--- config.mk ---
export PLATFORM = sky130hd
export DESIGN_NAME = serial_rx_core
export DESIGN_NICKNAME = d
export VERILOG_FILES = /design/src/rtl/serial_rx_pkg.sv /design/src/rtl/rx_line_sync.sv /design/src/rtl/rx_break_timer.sv /design/src/rtl/rx_frame_engine.sv /design/src/rtl/serial_rx_core.sv
export SDC_FILE = /design/constraint.sdc
export NUM_CORES = 1
export LEC_CHECK = 0
export BUFFER_PORTS_ARGS = -buffer_cell sky130_fd_sc_hd__buf_2
export CAP_MARGIN = 10
export CORE_ASPECT_RATIO = 1.75
export CORE_MARGIN = 2
export CORE_UTILIZATION = 57
export CTS_CLUSTER_SIZE = 8
export DETAILED_ROUTE_END_ITERATION = 10
export PLACE_DENSITY = 0.83
export SYNTH_ARGS = -nofsm -noshare
export SYNTH_HDL_FRONTEND = slang
export SYNTH_SLANG_ARGS = --single-unit
--- constraint.sdc ---
create_clock -name clk -period 7.4 [get_ports clk]
set_input_delay 0 -clock clk [delete_from_list [all_inputs] [get_ports clk]]
set_output_delay 0 -clock clk [all_outputs]
set_load 0.01 [all_outputs]
--- src/rtl/serial_rx_pkg.sv ---
package serial_rx_pkg;

    localparam int CHAR_W = 8;

    typedef struct packed {
        logic [1:0] len_code;
        logic       par_en;
        logic       par_even;
        logic       two_stop;
    } rx_cfg_t;

    typedef enum logic [2:0] {
        S_IDLE,
        S_START,
        S_DATA,
        S_PAR,
        S_STOP,
        S_FE_HOLD,
        S_MARK
    } rx_state_t;

    typedef struct packed {
        logic [CHAR_W-1:0] data;
        logic              perr;
        logic              ferr;
        logic              brk;
    } rx_result_t;

    // index of the last data bit: 4..7
    function automatic logic [2:0] last_bit_idx(input rx_cfg_t c);
        return 3'(c.len_code) + 3'd4;
    endfunction

    // number of data bits: 5..8
    function automatic logic [3:0] data_bits(input rx_cfg_t c);
        return 4'(c.len_code) + 4'd5;
    endfunction

    // whole character length in bit times: start + data + parity + stop
    function automatic logic [3:0] frame_bits(input rx_cfg_t c);
        return 4'd1 + data_bits(c) + 4'(c.par_en) + (c.two_stop ? 4'd2 : 4'd1);
    endfunction

    // parity check over the data and the received parity bit
    function automatic logic parity_bad(input rx_cfg_t c,
                                        input logic [CHAR_W-1:0] d,
                                        input logic pbit);
        logic ones_odd;
        ones_odd = (^d) ^ pbit;
        return c.par_en && (ones_odd == c.par_even);
    endfunction

endpackage

--- src/rtl/rx_line_sync.sv ---
module rx_line_sync #(
    parameter int STAGES = 2
) (
    input  logic clk,
    input  logic rst,
    input  logic din,
    output logic dout
);
    logic [STAGES-1:0] chain;

    generate
        if (STAGES == 1) begin : g_single
            always_ff @(posedge clk) begin
                if (rst) chain <= '1;
                else     chain <= din;
            end
        end else begin : g_multi
            always_ff @(posedge clk) begin
                if (rst) chain <= '1;
                else     chain <= {chain[STAGES-2:0], din};
            end
        end
    endgenerate

    assign dout = chain[STAGES-1];
endmodule

--- src/rtl/rx_break_timer.sv ---
module rx_break_timer
    import serial_rx_pkg::*;
#(
    parameter int OVS = 16
) (
    input  logic    clk,
    input  logic    rst,
    input  logic    tick,
    input  logic    line,
    input  rx_cfg_t cfg,
    output logic    over
);
    localparam int CNT_MAX_I = OVS * 13;
    localparam int CW        = $clog2(CNT_MAX_I + 1);
    localparam logic [CW-1:0] CNT_MAX = CW'(CNT_MAX_I);

    logic [CW-1:0] low_cnt;
    logic [CW-1:0] limit;

    assign limit = CW'(frame_bits(cfg)) * CW'(OVS);
    assign over  = (low_cnt > limit);

    always_ff @(posedge clk) begin
        if (rst) begin
            low_cnt <= '0;
        end else if (tick) begin
            if (line)                    low_cnt <= '0;
            else if (low_cnt != CNT_MAX) low_cnt <= low_cnt + 1'b1;
        end
    end

    // a mark sample always returns the spacing count to zero
    p_mark_clears_r6: assert property (@(posedge clk) disable iff (rst)
        (tick && line) |=> (low_cnt == '0 && !over));
endmodule

--- src/rtl/rx_frame_engine.sv ---
module rx_frame_engine
    import serial_rx_pkg::*;
#(
    parameter int OVS = 16
) (
    input  logic       clk,
    input  logic       rst,
    input  logic       tick,
    input  logic       line,
    input  rx_cfg_t    cfg_in,
    input  logic       brk_over,
    output rx_cfg_t    cfg_q,
    output logic       emit,
    output rx_result_t res
);
    localparam int CW = $clog2(OVS);
    localparam logic [CW-1:0] LAST_OS = CW'(OVS - 1);
    localparam logic [CW-1:0] MID_OS  = CW'(OVS / 2 - 1);

    rx_state_t         state;
    logic [CW-1:0]     os_cnt;
    logic [2:0]        bit_idx;
    logic [CHAR_W-1:0] shreg;
    logic              par_bit;
    logic              at_end;
    logic              perr_now;

    assign at_end   = (os_cnt == LAST_OS);
    assign perr_now = parity_bad(cfg_q, shreg, par_bit);

    always_ff @(posedge clk) begin
        if (rst) begin
            state   <= S_IDLE;
            os_cnt  <= '0;
            bit_idx <= '0;
            shreg   <= '0;
            par_bit <= 1'b0;
            cfg_q   <= '0;
            emit    <= 1'b0;
            res     <= '0;
        end else begin
            emit <= 1'b0;
            if (tick) begin
                case (state)
                    S_IDLE: begin
                        if (!line) begin
                            state   <= S_START;
                            os_cnt  <= '0;
                            bit_idx <= '0;
                            shreg   <= '0;
                            par_bit <= 1'b0;
                            cfg_q   <= cfg_in;
                        end
                    end
                    S_START: begin
                        if (os_cnt == MID_OS) begin
                            os_cnt <= '0;
                            state  <= line ? S_IDLE : S_DATA;
                        end else begin
                            os_cnt <= os_cnt + 1'b1;
                        end
                    end
                    S_DATA: begin
                        if (at_end) begin
                            os_cnt         <= '0;
                            shreg[bit_idx] <= line;
                            if (bit_idx == last_bit_idx(cfg_q))
                                state <= cfg_q.par_en ? S_PAR : S_STOP;
                            else
                                bit_idx <= bit_idx + 1'b1;
                        end else begin
                            os_cnt <= os_cnt + 1'b1;
                        end
                    end
                    S_PAR: begin
                        if (at_end) begin
                            os_cnt  <= '0;
                            par_bit <= line;
                            state   <= S_STOP;
                        end else begin
                            os_cnt <= os_cnt + 1'b1;
                        end
                    end
                    S_STOP: begin
                        if (at_end) begin
                            os_cnt <= '0;
                            if (line) begin
                                emit  <= 1'b1;
                                res   <= '{data: shreg, perr: perr_now,
                                           ferr: 1'b0, brk: 1'b0};
                                state <= S_IDLE;
                            end else begin
                                state <= S_FE_HOLD;
                            end
                        end else begin
                            os_cnt <= os_cnt + 1'b1;
                        end
                    end
                    S_FE_HOLD: begin
                        if (line) begin
                            emit  <= 1'b1;
                            res   <= '{data: shreg, perr: perr_now,
                                       ferr: 1'b1, brk: 1'b0};
                            state <= S_IDLE;
                        end else if (brk_over) begin
                            emit  <= 1'b1;
                            res   <= '{data: '0, perr: 1'b0,
                                       ferr: 1'b1, brk: 1'b1};
                            state <= S_MARK;
                        end
                    end
                    S_MARK: begin
                        if (line) state <= S_IDLE;
                    end
                    default: state <= S_IDLE;
                endcase
            end
        end
    end

    // the completion strobe never lasts more than one cycle
    p_strobe_single_r8: assert property (@(posedge clk) disable iff (rst)
        emit |=> !emit);

    // a break character carries zero data and the framing flag
    p_break_zero_r6: assert property (@(posedge clk) disable iff (rst)
        (emit && res.brk) |-> (res.data == '0 && res.ferr));

    // no parity error can be reported for a frame without parity
    p_no_par_err_r4: assert property (@(posedge clk) disable iff (rst)
        (emit && !cfg_q.par_en) |-> !res.perr);

    // bits above the selected length are zero
    p_upper_zero_r3: assert property (@(posedge clk) disable iff (rst)
        emit |-> ((res.data >> data_bits(cfg_q)) == '0));

    // after a break only a return to mark leaves the wait state
    p_mark_wait_r6: assert property (@(posedge clk) disable iff (rst)
        (state == S_MARK) |=> (state == S_MARK || state == S_IDLE));
endmodule

--- src/rtl/serial_rx_core.sv ---
module serial_rx_core
    import serial_rx_pkg::*;
#(
    parameter int OVS         = 16,
    parameter int SYNC_STAGES = 2
) (
    input  logic       clk,
    input  logic       rst,
    input  logic       os_tick,
    input  logic       rxd,
    input  logic [1:0] cfg_len,
    input  logic       cfg_par_en,
    input  logic       cfg_par_even,
    input  logic       cfg_two_stop,
    output logic [7:0] rx_data,
    output logic       rx_strobe,
    output logic       rx_perr,
    output logic       rx_ferr,
    output logic       rx_break
);
    logic       line_s;
    logic       brk_over;
    rx_cfg_t    cfg_live;
    rx_cfg_t    cfg_frame;
    rx_result_t res;

    assign cfg_live = '{len_code: cfg_len, par_en: cfg_par_en,
                        par_even: cfg_par_even, two_stop: cfg_two_stop};

    rx_line_sync #(.STAGES(SYNC_STAGES)) u_sync (
        .clk  (clk),
        .rst  (rst),
        .din  (rxd),
        .dout (line_s)
    );

    rx_break_timer #(.OVS(OVS)) u_brk (
        .clk  (clk),
        .rst  (rst),
        .tick (os_tick),
        .line (line_s),
        .cfg  (cfg_frame),
        .over (brk_over)
    );

    rx_frame_engine #(.OVS(OVS)) u_eng (
        .clk      (clk),
        .rst      (rst),
        .tick     (os_tick),
        .line     (line_s),
        .cfg_in   (cfg_live),
        .brk_over (brk_over),
        .cfg_q    (cfg_frame),
        .emit     (rx_strobe),
        .res      (res)
    );

    assign rx_data  = res.data;
    assign rx_perr  = res.perr;
    assign rx_ferr  = res.ferr;
    assign rx_break = res.brk;
endmodule

Yosys cells after proc, flatten, opt, wreduce, memory -nomap -nowiden. Index checks and enable logic that the tools add are counted.

$add $sub $neg: 8. Magnitude comparators: 3. Equal/unequal tests: 21. Muxes and demuxes: 43. Reduce and logical (&&, ||, !) cells: 19. Bitwise operators: 3.

Operators with widths (number): 11-bit 2-to-1 mux (4); 3-bit 2-to-1 mux (14); 8-bit 2-to-1 mux (4); 11-bit one-hot mux with 2 select lines (1); 3-bit one-hot mux with 7 select lines (1); 8-bit one-hot mux with 2 select lines (1); 4-bit 2-to-1 mux (3); 4-bit one-hot mux with 3 select lines (1); 2-bit by 1-bit != test with 1-bit output (second input constant) (5); 5-bit AND reduction (2); 3-bit equality test (second input constant) (3); 9-bit AND reduction (1); 8-bit by 1-bit adder with 8-bit output (second input constant) (1); 8-bit bitwise mux (1); 8-bit > comparator (1); 2-bit != test (second input constant) (4); 8-bit != test (second input constant) (1); 4-bit AND reduction (2); 2-bit nonzero test (4); 8-bit parity (1); 1-bit 2-to-1 mux (7); 3-bit by 2-bit equality test with 1-bit output (second input constant) (2); 3-bit one-hot mux with 2 select lines (1); 3-bit AND reduction (2); other kinds (26) (30).

Output and inout bits: 12. Bits of input ports: 9. Flip-flop bits (word level): 46. Word-level logic and storage cells: 113.

Logic depth before layout (Yosys ltp). Gate-level depths: netlist of the first run.

Depth in word-level cells: 8. Gate-level depth with buffers: 13. Depth with buffers taken out: 12.

By module. A second synthesis of the first run with hierarchy kept.

Cells, all modules: 326. Area, all modules: 2661.3 um^2.

Modules (own cells, without submodules): rx_frame_engine (cells an instance 247, instances 1, area an instance 1938.1 um^2, seq. area each 720.7 um^2); rx_break_timer (cells an instance 75, instances 1, area an instance 670.6 um^2, seq. area each 160.2 um^2); rx_line_sync (cells an instance 4, instances 1, area an instance 52.6 um^2, seq. area each 40.0 um^2).

Worst setup path before layout of the first run. Ideal clock, no wire load.

Path kind: flip-flop to flip-flop. Start point: register u_eng.cfg_q[2] (netlist bit). End point: register, netlist name u_eng.res[3]. Required time: 7.272 ns. Arrival: 2.421 ns. Clock period less this slack: 2.549 ns. Buffers on the path: 1. Library setup time: 0.128 ns. Path slack: 4.851 ns. Stages on the path, launching flop included: 14. Path through: dfxtp_1 -> inv_1 -> fa_1 -> inv_1 -> ha_1 -> inv_1 -> ha_1 -> ha_1 -> nand4_1 -> a2bb2oi_1 -> o21ai_1 -> buf_2 -> a22oi_1 -> nor2_1.

Word-level cells in the longest chain between the ends: 5.

Ends and longest elaborated chain: start: declaration (line rx_frame_engine.sv:12) `output rx_cfg_t cfg_q,`; start signal: assignment (line rx_frame_engine.sv:52) `cfg_q <= cfg_in;`; 4-bit by 1-bit adder with 4-bit output (line serial_rx_pkg.sv:41) `return 4'd1 + data_bits(c) + 4'(c.par_en) + (c.two_stop ? 4'd2 : 4'd1);`; 4-bit adder (line serial_rx_pkg.sv:41); 8-bit > comparator (line rx_break_timer.sv:21) `assign over = (low_cnt > limit);`; 3-bit != test (no line); 5-bit AND reduction (no line).

Every way passes these cells. A chain may end at the register's enable or synchronous reset.

Final worst setup path of the first run.
Start point: register u_eng.cfg_q[2] (netlist bit). End point: register, netlist name u_eng.res[1].

Word-level cells in the longest chain between the ends: 5.

Ends and longest elaborated chain (line): 4-bit by 1-bit adder with 4-bit output (serial_rx_pkg.sv:41); 4-bit adder (serial_rx_pkg.sv:41); 8-bit > comparator (rx_break_timer.sv:21); 3-bit != test (no line); 5-bit AND reduction (no line).

Every way passes these cells.

==> parameters.txt, run 1 <==
Parameter                              Value

Cells and area
  Relative area change from synthesis to final layout ... 9.95%
  Multi-input logic area ... 1380 um^2
  Count of fill cells added during filler insertion ... 361
  Proportion of layout cells with a drive suffix above 1 ... 12.4%
  Final core occ ... 65.2%
  Flip-flop and latch area ... 921 um^2
  Antenna Diode Count ... 0
  Layout net count ... 335

Floorplanning
  FP Rows ... 31
  Height of the die ... 90.5 um
  Top Ports ... 21
  Placeable Area ... 4110 um^2
  Floorplan die area ... 4840 um^2
  Die extent in x ... 53.4 um
  Starting density of the core ... 59.3%

Setup path
  Worst setup path class ... reg2reg
  Critical path fanouts, max ... 13
  Critical path required time ... 7570 ps
  R2r endpoint ... u_eng.res[1]$_SDFFE_PP0P_
  Critical Path End Type ... register
  Cell count of the worst reg-to-reg path ... 12
  Startpoint kind of the worst setup timing path ... register
  Register-to-Register Setup Slack ... 4310 ps
  Source of the worst register-to-register timing path ... u_eng.cfg_q[2]$_SDFFE_PP0P_
  Crit path arrival time ... 3260 ps

Drt
  DR pass1 iterations ... 4
  Wirelength per Cell ... 13.5 um
  Iter 0 DRT Violations ... 49
  Post-detailed-route DRC marker count ... 0
  Via Count ... 2098
  Routed WL ... 4.90 mm
  Antenna-violating nets left ... 0
  Mean number of vias per cell ... 5.76

Yosys
  Number of enable flip-flop cells after synthesis ... 0
  Instance count of the mapped netlist ... 296
  Adder-Cell Fraction of Synth Area ... 6.46%
  Yosys cell types ... 49
  Synth async-reset ratio ... 0%
  Main flop type after synthesis ... sky130_fd_sc_hd__dfxtp_1
  Fraction of the yosys area taken by sequential cells ... 37.8%
  Share of the synthesized netlist area taken by xor and xnor gates ... 6.11%
  Mean area per synthesized cell ... 8.24 um^2
  Post-synthesis instance area ... 2440 um^2
  Number of nets in the synthesized netlist ... 317
  Dominant combinational cell family by area after synthesis ... simple AND/OR/NAND/NOR gates
  Proportion of synthesized area in mux cells ... 1.64%
  Post-synthesis simple-gate area fraction ... 23.1%
  Synthesized-area fraction occupied by ao, oa, aoi and oai cells ... 19.3%
  Count of synthesis-stage warnings from yosys ... 0
  Flip-flop and latch count after synthesis ... 46

Placed design
  Hpwl dp ... 3.60 mm
  Count of port buffers added during placement ... 20
  Final weighted congestion of routability-driven global placement ... 0.795

Flow run
  Number of max-cap violations ... 0

Clocking
  Hold buffer count at cts ... 6
  Number of buffers created by CTS ... 5
  Total setup buffers inserted after CTS ... 0
  H-Tree Depth ... 2
  Latest clock arrival within the worst-skew pair ... 310 ps
  CTS Root Cell ... sky130_fd_sc_hd__clkbuf_8
  TritonCTS clock tree ... built
  Number of sinks on the clock net ... 46
  Count of cells resized by post-cts repair ... 0
  Clock tree buffer depth ... 2
  Clock input transition at the sequential cells of the worst setup and hold paths ... 90 ps

Worst hold path
  WHS Path Cells ... 3
  Worst min-delay path class ... in2reg
  Worst Min Path Start ... os_tick
  Endpoint with the worst hold slack ... u_eng.os_cnt[1]$_SDFFE_PP0P_

Timing
  Setup repair after global routing missed its margin ... no
  Final-report max-slew violation count ... 0
  F_max ... 324 MHz
  Measured slew at the worst slew-check pin ... 851 ps
  Max-slew headroom ... 42.9%
  Final hold viol count ... 0
  Period utilization ... 41.7%
  Final worst path period need ... 3090 ps
  Final setup skew ... 9.84 ps
  Total negative setup slack ... 0 ps
  Final-report setup violation count ... 0

Power
  Power Density ... 183 nW/um^2
  Peak ir drop on the vdd network ... 0.129 mV
  Power consumption ... 491 uW
  Leakage power of the design ... 0.00103 uW

GRT
  Total overflow reported by the global router ... 0
  GRT Util Overall ... 23.6%
  First-pass GRT wire length ... 8.77 mm
  Initial antenna violation count ... 0
  Number of global-route vias before repair ... 2064
  Maximum number of pins on one net before global-route repair ... 41

Status
  Result of the run ... completed
==> flip-flops by register name, summed over array words and instances (netlist names) <==
name and flops:
u_eng.bit_idx 3, u_sync.chain 2, u_eng.cfg_q 5, u_eng.par_bit 1
u_eng.emit 1, u_eng.res 11, u_eng.state 3, u_eng.os_cnt 4
u_eng.shreg 8, u_brk.low_cnt 8
==> final cells by class <==
cell class              count  share of cell area [%]
repair buffers             26                    5.97
flip-flops and latches     46                    34.3
well taps                  49                    2.29
clock buffers               5                    2.57
multi-input cells         217                    51.5
clock inverters             3                   0.793
inverters                  18                    2.52
==> layer usage <==
metal	track usage (%)	part of all wire (%)
met5	0	0
met4	12.8	4.0
met3	3.97	2.1
met2	41.0	53
met1	25.5	40
==> Yosys cell counts, types with 2 or more instances <==
cell,n,area share [%]
sky130_fd_sc_hd__a31oi_1,4,1.0
sky130_fd_sc_hd__or3_1,4,1.0
sky130_fd_sc_hd__mux2i_1,4,1.6
sky130_fd_sc_hd__or2_2,2,0.51
sky130_fd_sc_hd__nand3_1,7,1.4
sky130_fd_sc_hd__a21oi_1,30,6.2
sky130_fd_sc_hd__o21a_1,2,0.62
sky130_fd_sc_hd__nand3b_1,2,0.62
sky130_fd_sc_hd__xnor2_1,15,5.4
sky130_fd_sc_hd__ha_1,11,5.6
sky130_fd_sc_hd__a22oi_1,10,3.1
sky130_fd_sc_hd__dfxtp_1,46,38
sky130_fd_sc_hd__xor2_1,2,0.72
sky130_fd_sc_hd__o21ai_1,2,0.41
sky130_fd_sc_hd__nand4_1,7,1.8
sky130_fd_sc_hd__nor2b_1,3,0.77
sky130_fd_sc_hd__o211ai_1,3,0.92
sky130_fd_sc_hd__and2_1,2,0.51
sky130_fd_sc_hd__nor2_1,40,6.2
sky130_fd_sc_hd__nand2_1,17,2.6
sky130_fd_sc_hd__o21ai_0,14,2.9
sky130_fd_sc_hd__buf_2,7,1.4
sky130_fd_sc_hd__or2_1,2,0.51
sky130_fd_sc_hd__a21o_1,2,0.62
sky130_fd_sc_hd__nor3_1,6,1.2
sky130_fd_sc_hd__and3_1,6,1.5
sky130_fd_sc_hd__nand2b_1,2,0.51
sky130_fd_sc_hd__clkbuf_1,7,1.1
sky130_fd_sc_hd__inv_1,17,2.6
==> critical path, stage by stage (launching register included) <==
cell and delay [ps]:
sky130_fd_sc_hd__dfxtp_1 370, sky130_fd_sc_hd__inv_1 100, sky130_fd_sc_hd__fa_1 390, sky130_fd_sc_hd__inv_1 60, sky130_fd_sc_hd__ha_1 130, sky130_fd_sc_hd__inv_1 40
sky130_fd_sc_hd__ha_1 270, sky130_fd_sc_hd__ha_1 300, sky130_fd_sc_hd__nand4_1 110, sky130_fd_sc_hd__a2bb2oi_1 190, sky130_fd_sc_hd__o21ai_1 700, sky130_fd_sc_hd__nand4bb_1 230
sky130_fd_sc_hd__a21oi_1 80
==> metrics by stage <==
step	setup slack [ps]	instances	area (um^2)	hold WS [ps]
2_1_floorplan	4850	296	2440	104
3_3_place_gp	4470	350	2530	184
3_5_place_dp	4350	350	2530	194
4_1_cts	4340	364	2680	127
5_1_grt	4110	364	2680	178
6_report	4310	364	2680	121
==> worst max-delay path by stage <==
stage                                 from                        end  slack, ps  cells past startpoint
2_1_floorplan  u_eng.cfg_q[2]$_SDFFE_PP0P_  u_eng.res[3]$_SDFFE_PP0P_       4850                     13
3_3_place_gp   u_eng.cfg_q[2]$_SDFFE_PP0P_  u_eng.res[1]$_SDFFE_PP0P_       4470                     12
3_5_place_dp   u_eng.cfg_q[2]$_SDFFE_PP0P_  u_eng.res[1]$_SDFFE_PP0P_       4350                     12
4_1_cts        u_eng.cfg_q[2]$_SDFFE_PP0P_  u_eng.res[1]$_SDFFE_PP0P_       4340                     12
5_1_grt        u_eng.cfg_q[2]$_SDFFE_PP0P_  u_eng.res[1]$_SDFFE_PP0P_       4110                     12
6_report       u_eng.cfg_q[2]$_SDFFE_PP0P_  u_eng.res[1]$_SDFFE_PP0P_       4310                     12
==> cells by family (layout without fill, tap and decap cells) <==
family,count (synthesis),after routing
AND/OR/NAND/NOR,108,108
AO/OA/AOI/OAI,76,76
flip-flops,46,46
buffers and inverters,33,52
XOR/XNOR,17,17
adder cells (fa/ha/maj),12,12
multiplexers,4,4
==> power breakdown <==
group	internal, uW	switching (uW)
clock	66.4	87.7
combinational	30.2	40.3
sequential	252	14.8
total	349	143
==> cells in the final DEF (no fill, tap or decap), types with 2 or more instances in the layout <==
master | synthesis | layout
sky130_fd_sc_hd__clkbuf_8 | 0 | 5
sky130_fd_sc_hd__or2_1 | 2 | 2
sky130_fd_sc_hd__nand3b_1 | 2 | 2
sky130_fd_sc_hd__mux2i_1 | 4 | 4
sky130_fd_sc_hd__ha_1 | 11 | 11
sky130_fd_sc_hd__a21oi_1 | 30 | 30
sky130_fd_sc_hd__xor2_1 | 2 | 2
sky130_fd_sc_hd__o21a_1 | 2 | 2
sky130_fd_sc_hd__inv_1 | 17 | 17
sky130_fd_sc_hd__a21o_1 | 2 | 2
sky130_fd_sc_hd__nand2_1 | 17 | 17
sky130_fd_sc_hd__buf_2 | 7 | 20
sky130_fd_sc_hd__dfxtp_1 | 46 | 46
sky130_fd_sc_hd__nand4_1 | 7 | 7
sky130_fd_sc_hd__a22oi_1 | 10 | 10
sky130_fd_sc_hd__nand3_1 | 7 | 7
sky130_fd_sc_hd__nor2b_1 | 3 | 3
sky130_fd_sc_hd__nor2_1 | 40 | 40
sky130_fd_sc_hd__or2_2 | 2 | 2
sky130_fd_sc_hd__o21ai_1 | 2 | 2
sky130_fd_sc_hd__dlygate4sd3_1 | 0 | 6
sky130_fd_sc_hd__or3_1 | 4 | 4
sky130_fd_sc_hd__a31oi_1 | 4 | 4
sky130_fd_sc_hd__o211ai_1 | 3 | 3
sky130_fd_sc_hd__o21ai_0 | 14 | 14
sky130_fd_sc_hd__xnor2_1 | 15 | 15
sky130_fd_sc_hd__nand2b_1 | 2 | 2
sky130_fd_sc_hd__and2_1 | 2 | 2
sky130_fd_sc_hd__nor3_1 | 6 | 6
sky130_fd_sc_hd__and3_1 | 6 | 6
Power figures use the tool's default switching activity.
==> run 2: changes to the inputs <==
--- a/config.mk
+++ b/config.mk
@@ -9,10 +9,10 @@
 export CAP_MARGIN = 10
 export CORE_ASPECT_RATIO = 1.75
 export CORE_MARGIN = 2
-export CORE_UTILIZATION = 57
+export CORE_UTILIZATION = 53
 export CTS_CLUSTER_SIZE = 8
 export DETAILED_ROUTE_END_ITERATION = 10
-export PLACE_DENSITY = 0.83
+export PLACE_DENSITY = 0.81
 export SYNTH_ARGS = -nofsm -noshare
 export SYNTH_HDL_FRONTEND = slang
 export SYNTH_SLANG_ARGS = --single-unit
==> constraint.sdc (replaced) <==
create_clock -name clk -period 2.5 [get_ports clk]
set_input_delay 0 -clock clk [delete_from_list [all_inputs] [get_ports clk]]
set_output_delay 0 -clock clk [all_outputs]
set_load 0.01 [all_outputs]
==> run 2 against run 1 <==
Net effect:
- register-to-register slack got worse by 4200 ps
- cell area rose by 7.1%
- worst setup slack got worse by 4200 ps
==> parameters.txt, run 2 (synthesized netlist as in run 1, its figures left out) <==
Parameter                              Value

Status
  Result of the run ... completed

Cells and area
  Antenna Diode Count ... 0 (unchanged)
  Most common library cell in the layout ignoring fill and taps ... sky130_fd_sc_hd__dfxtp_1
  Final core occ ... 65.2% (about the same)
  Relative area change from synthesis to final layout ... 17.8%
  Leading registers by flop count ... u_eng.res x11, u_brk.low_cnt x8, u_eng.shreg x8
  Count of fill cells added during filler insertion ... 379 (+5.0%)
  Number of flip-flops under the largest register name ... 11 (unchanged)
  Proportion of layout cells with a drive suffix above 1 ... 20.8% (+8.4 points)
  Finished layout cell area ... 2870 um^2 (+7.1%)
  Commonest cells after routing, fill and taps aside ... sky130_fd_sc_hd__dfxtp_1, sky130_fd_sc_hd__nor2_1, sky130_fd_sc_hd__a21oi_1
  Layout net count ... 342 (+2.1%)
  Final instance count without filler cells ... 373 (+2.5%)
  Top reg by flops ... u_eng.res

Power
  Leakage power of the design ... 0.00107 uW (+4.2%)
  Power Density ... 554 nW/um^2 (+200%)
  Peak ir drop on the vdd network ... 0.510 mV (+300%)

Setup path
  Worst setup path class ... reg2reg
  Delay of the slowest cell on the worst path ... 350 ps (-350 ps)
  Startpoint kind of the worst setup timing path ... register
  CP max-delay cell ... sky130_fd_sc_hd__fa_2
  Register-to-Register Setup Slack ... 90 ps (-4220 ps)
  Crit path arrival time ... 2570 ps (-690 ps)
  Critical path required time ... 2670 ps (-4900 ps)
  Ordered list of cells on the worst path ... inv_1, fa_2, inv_1, ha_1, inv_2, ha_4, ha_4, o211ai_1, a2bb2oi_2, o21ai_2, buf_6, a22oi_2, nor2_1
  Worst path buffer plus inverter count ... 4 (+1)
  Crit-path leading delay family ... adder cells
  Critical Path End Type ... register
  Critical path fanouts, max ... 6 (-7)

GRT
  Initial antenna violation count ... 0 (unchanged)
  First-pass GRT wire length ... 9.38 mm (+6.9%)
  Total overflow reported by the global router ... 0 (unchanged)
  Number of global-route vias before repair ... 2158 (+4.6%)
  GRT Util Overall ... 22.4% (-1.2 points)
  Maximum number of pins on one net before global-route repair ... 41 (unchanged)

Drt
  DR pass1 iterations ... 4 (unchanged)
  Wirelength per Cell ... 14.8 um (+10%)
  Via Count ... 2169 (+3.4%)
  Iter 0 DRT Violations ... 59 (+20%)
  Mean number of vias per cell ... 5.82 (+0.89%)
  Routed WL ... 5.53 mm (+13%)
  Antenna-violating nets left ... 0 (unchanged)
  Post-detailed-route DRC marker count ... 0 (unchanged)

Placed design
  Area of placed instances ... 2580 um^2 (+2.1%)
  Final weighted congestion of routability-driven global placement ... 0.803 (+0.92%)
  Count of port buffers added during placement ... 20 (unchanged)
  Number of instances in the placed design ... 358 (+2.3%)
  Placement Setup Slack ... -77.6 ps (-4430 ps)
  Hpwl dp ... 3.79 mm (+5.3%)

Timing
  Period utilization ... 96.3% (+55 points)
  Max-slew headroom ... 50.6% (+7.8 points)
  Final-report setup violation count ... 0 (unchanged)
  Final hold viol count ... 0 (unchanged)
  Final-report max-slew violation count ... 0 (unchanged)
  Measured slew at the worst slew-check pin ... 740 ps (-111 ps)
  Final setup skew ... 9.66 ps (-0.175 ps)
  F_max ... 415 MHz (+28%)
  Final worst path period need ... 2410 ps (-680 ps)
  Final setup slack of the worst path ... 92.4 ps (-4220 ps)

Clocking
  H-Tree Depth ... 2 (unchanged)
  CTS Root Cell ... sky130_fd_sc_hd__clkbuf_8
  Clock tree buffer depth ... 2 (unchanged)
  Number of sinks on the clock net ... 46 (unchanged)
  TritonCTS clock tree ... built
  Latest clock arrival within the worst-skew pair ... 300 ps (about the same)
  Clock input transition at the sequential cells of the worst setup and hold paths ... 90 ps (about the same)
  Number of buffers created by CTS ... 5 (unchanged)
  Total setup buffers inserted after CTS ... 0 (unchanged)

Floorplanning
  Floorplan die area ... 5180 um^2 (+7.1%)
  Die extent in x ... 55.3 um (+3.4%)
  Top Ports ... 21 (unchanged)
  Placeable Area ... 4400 um^2 (+7.1%)
  Starting density of the core ... 55.4% (-3.9 points)
  FP Rows ... 32 (+3.2%)
  Height of the die ... 93.7 um (+3.5%)

Flow run
  Number of max-cap violations ... 0 (unchanged)

Worst hold path
  Worst min-delay path class ... in2reg
run 2: cell types whose count changed in the layout (fill, tap and decap cells not counted), moves of 2 or more:
cell                      before  now
sky130_fd_sc_hd__ha_1         11    7
sky130_fd_sc_hd__a22oi_2       0    6
sky130_fd_sc_hd__buf_4         0    5
sky130_fd_sc_hd__a22oi_1      10    4
sky130_fd_sc_hd__dfxtp_2       0    4
sky130_fd_sc_hd__buf_6         0    2
sky130_fd_sc_hd__ha_4          0    4
sky130_fd_sc_hd__dfxtp_1      46   42
sky130_fd_sc_hd__inv_1        17   14
sky130_fd_sc_hd__inv_2         0    3
run 2: layer usage:
| layer | part of all wire [%] | up-vias | routed length (um) | track usage [%] |
|---|---|---|---|---|
| met1 | 38 | 1031 | 2120 | 23.5 |
| met4 | 3.8 | 0 | 212 | 13.8 |
| met3 | 2.8 | 16 | 152 | 4.13 |
| met2 | 55 | 41 | 3040 | 40.7 |
| li1 | - | 1081 | - | - |
| met5 | 0 | - | 0 | 0 |
run 2: area by class of cell:
cell class                      instances  area, um^2  share of cell area (%)
Multi-Input combinational cell        217        1480                    51.6
Timing Repair Buffer                   33         220                    7.67
Inverter                               18        67.6                    2.35
Clock buffer                            5        68.8                    2.40
Clock inverter                          3        45.0                    1.57
Tap cell                               51        63.8                    2.22
Sequential cell                        46         926                    32.2
run 2: worst register-to-register path: stages, from the launching register on:
cell and delay (ps):
sky130_fd_sc_hd__dfxtp_2 330, sky130_fd_sc_hd__inv_1 60, sky130_fd_sc_hd__fa_2 360, sky130_fd_sc_hd__inv_1 60
sky130_fd_sc_hd__ha_1 150, sky130_fd_sc_hd__inv_2 50, sky130_fd_sc_hd__ha_4 210, sky130_fd_sc_hd__ha_4 260
sky130_fd_sc_hd__o211ai_1 90, sky130_fd_sc_hd__a2bb2oi_2 220, sky130_fd_sc_hd__o21ai_2 110, sky130_fd_sc_hd__buf_6 160
sky130_fd_sc_hd__a22oi_2 170, sky130_fd_sc_hd__nor2_1 60
run 2: final timing paths:
check                                                  from                      endpoint  cells past startpoint
worst min register to register   u_sync.chain[0]$_SDFF_PP1_    u_sync.chain[1]$_SDFF_PP1_                      1
worst max register to register  u_eng.cfg_q[2]$_SDFFE_PP0P_     u_eng.res[7]$_SDFFE_PP0P_                     13
worst max-delay path            u_eng.cfg_q[2]$_SDFFE_PP0P_     u_eng.res[7]$_SDFFE_PP0P_                     13
worst min-delay path                                os_tick  u_eng.os_cnt[1]$_SDFFE_PP0P_                      3
run 2: power by group:
| part | switching, uW | internal (uW) |
|---|---|---|
| registers | 37.0 | 747 |
| logic | 140 | 105 |
| clock network | 264 | 298 |
run 2: repair_timing:
item                                   4_1_cts  5_1_grt
endpoints found under the hold margin        6        0
resized for setup                            9       15
setup endpoints to repair                    8       12
pin swaps                                    2        7
hold buffers                                 6        0
cloned                                       1        0
run 2: metrics by stage:
stage                     total power, uW  hold WS (ps)  setup TNS [ps]
after floorplan                       971           104               0
after global placement               1010           183               0
after detailed placement             1020           186            -403
after CTS                            1580           139               0
after global routing                 1650           147           -2.55
final                                1590           139               0
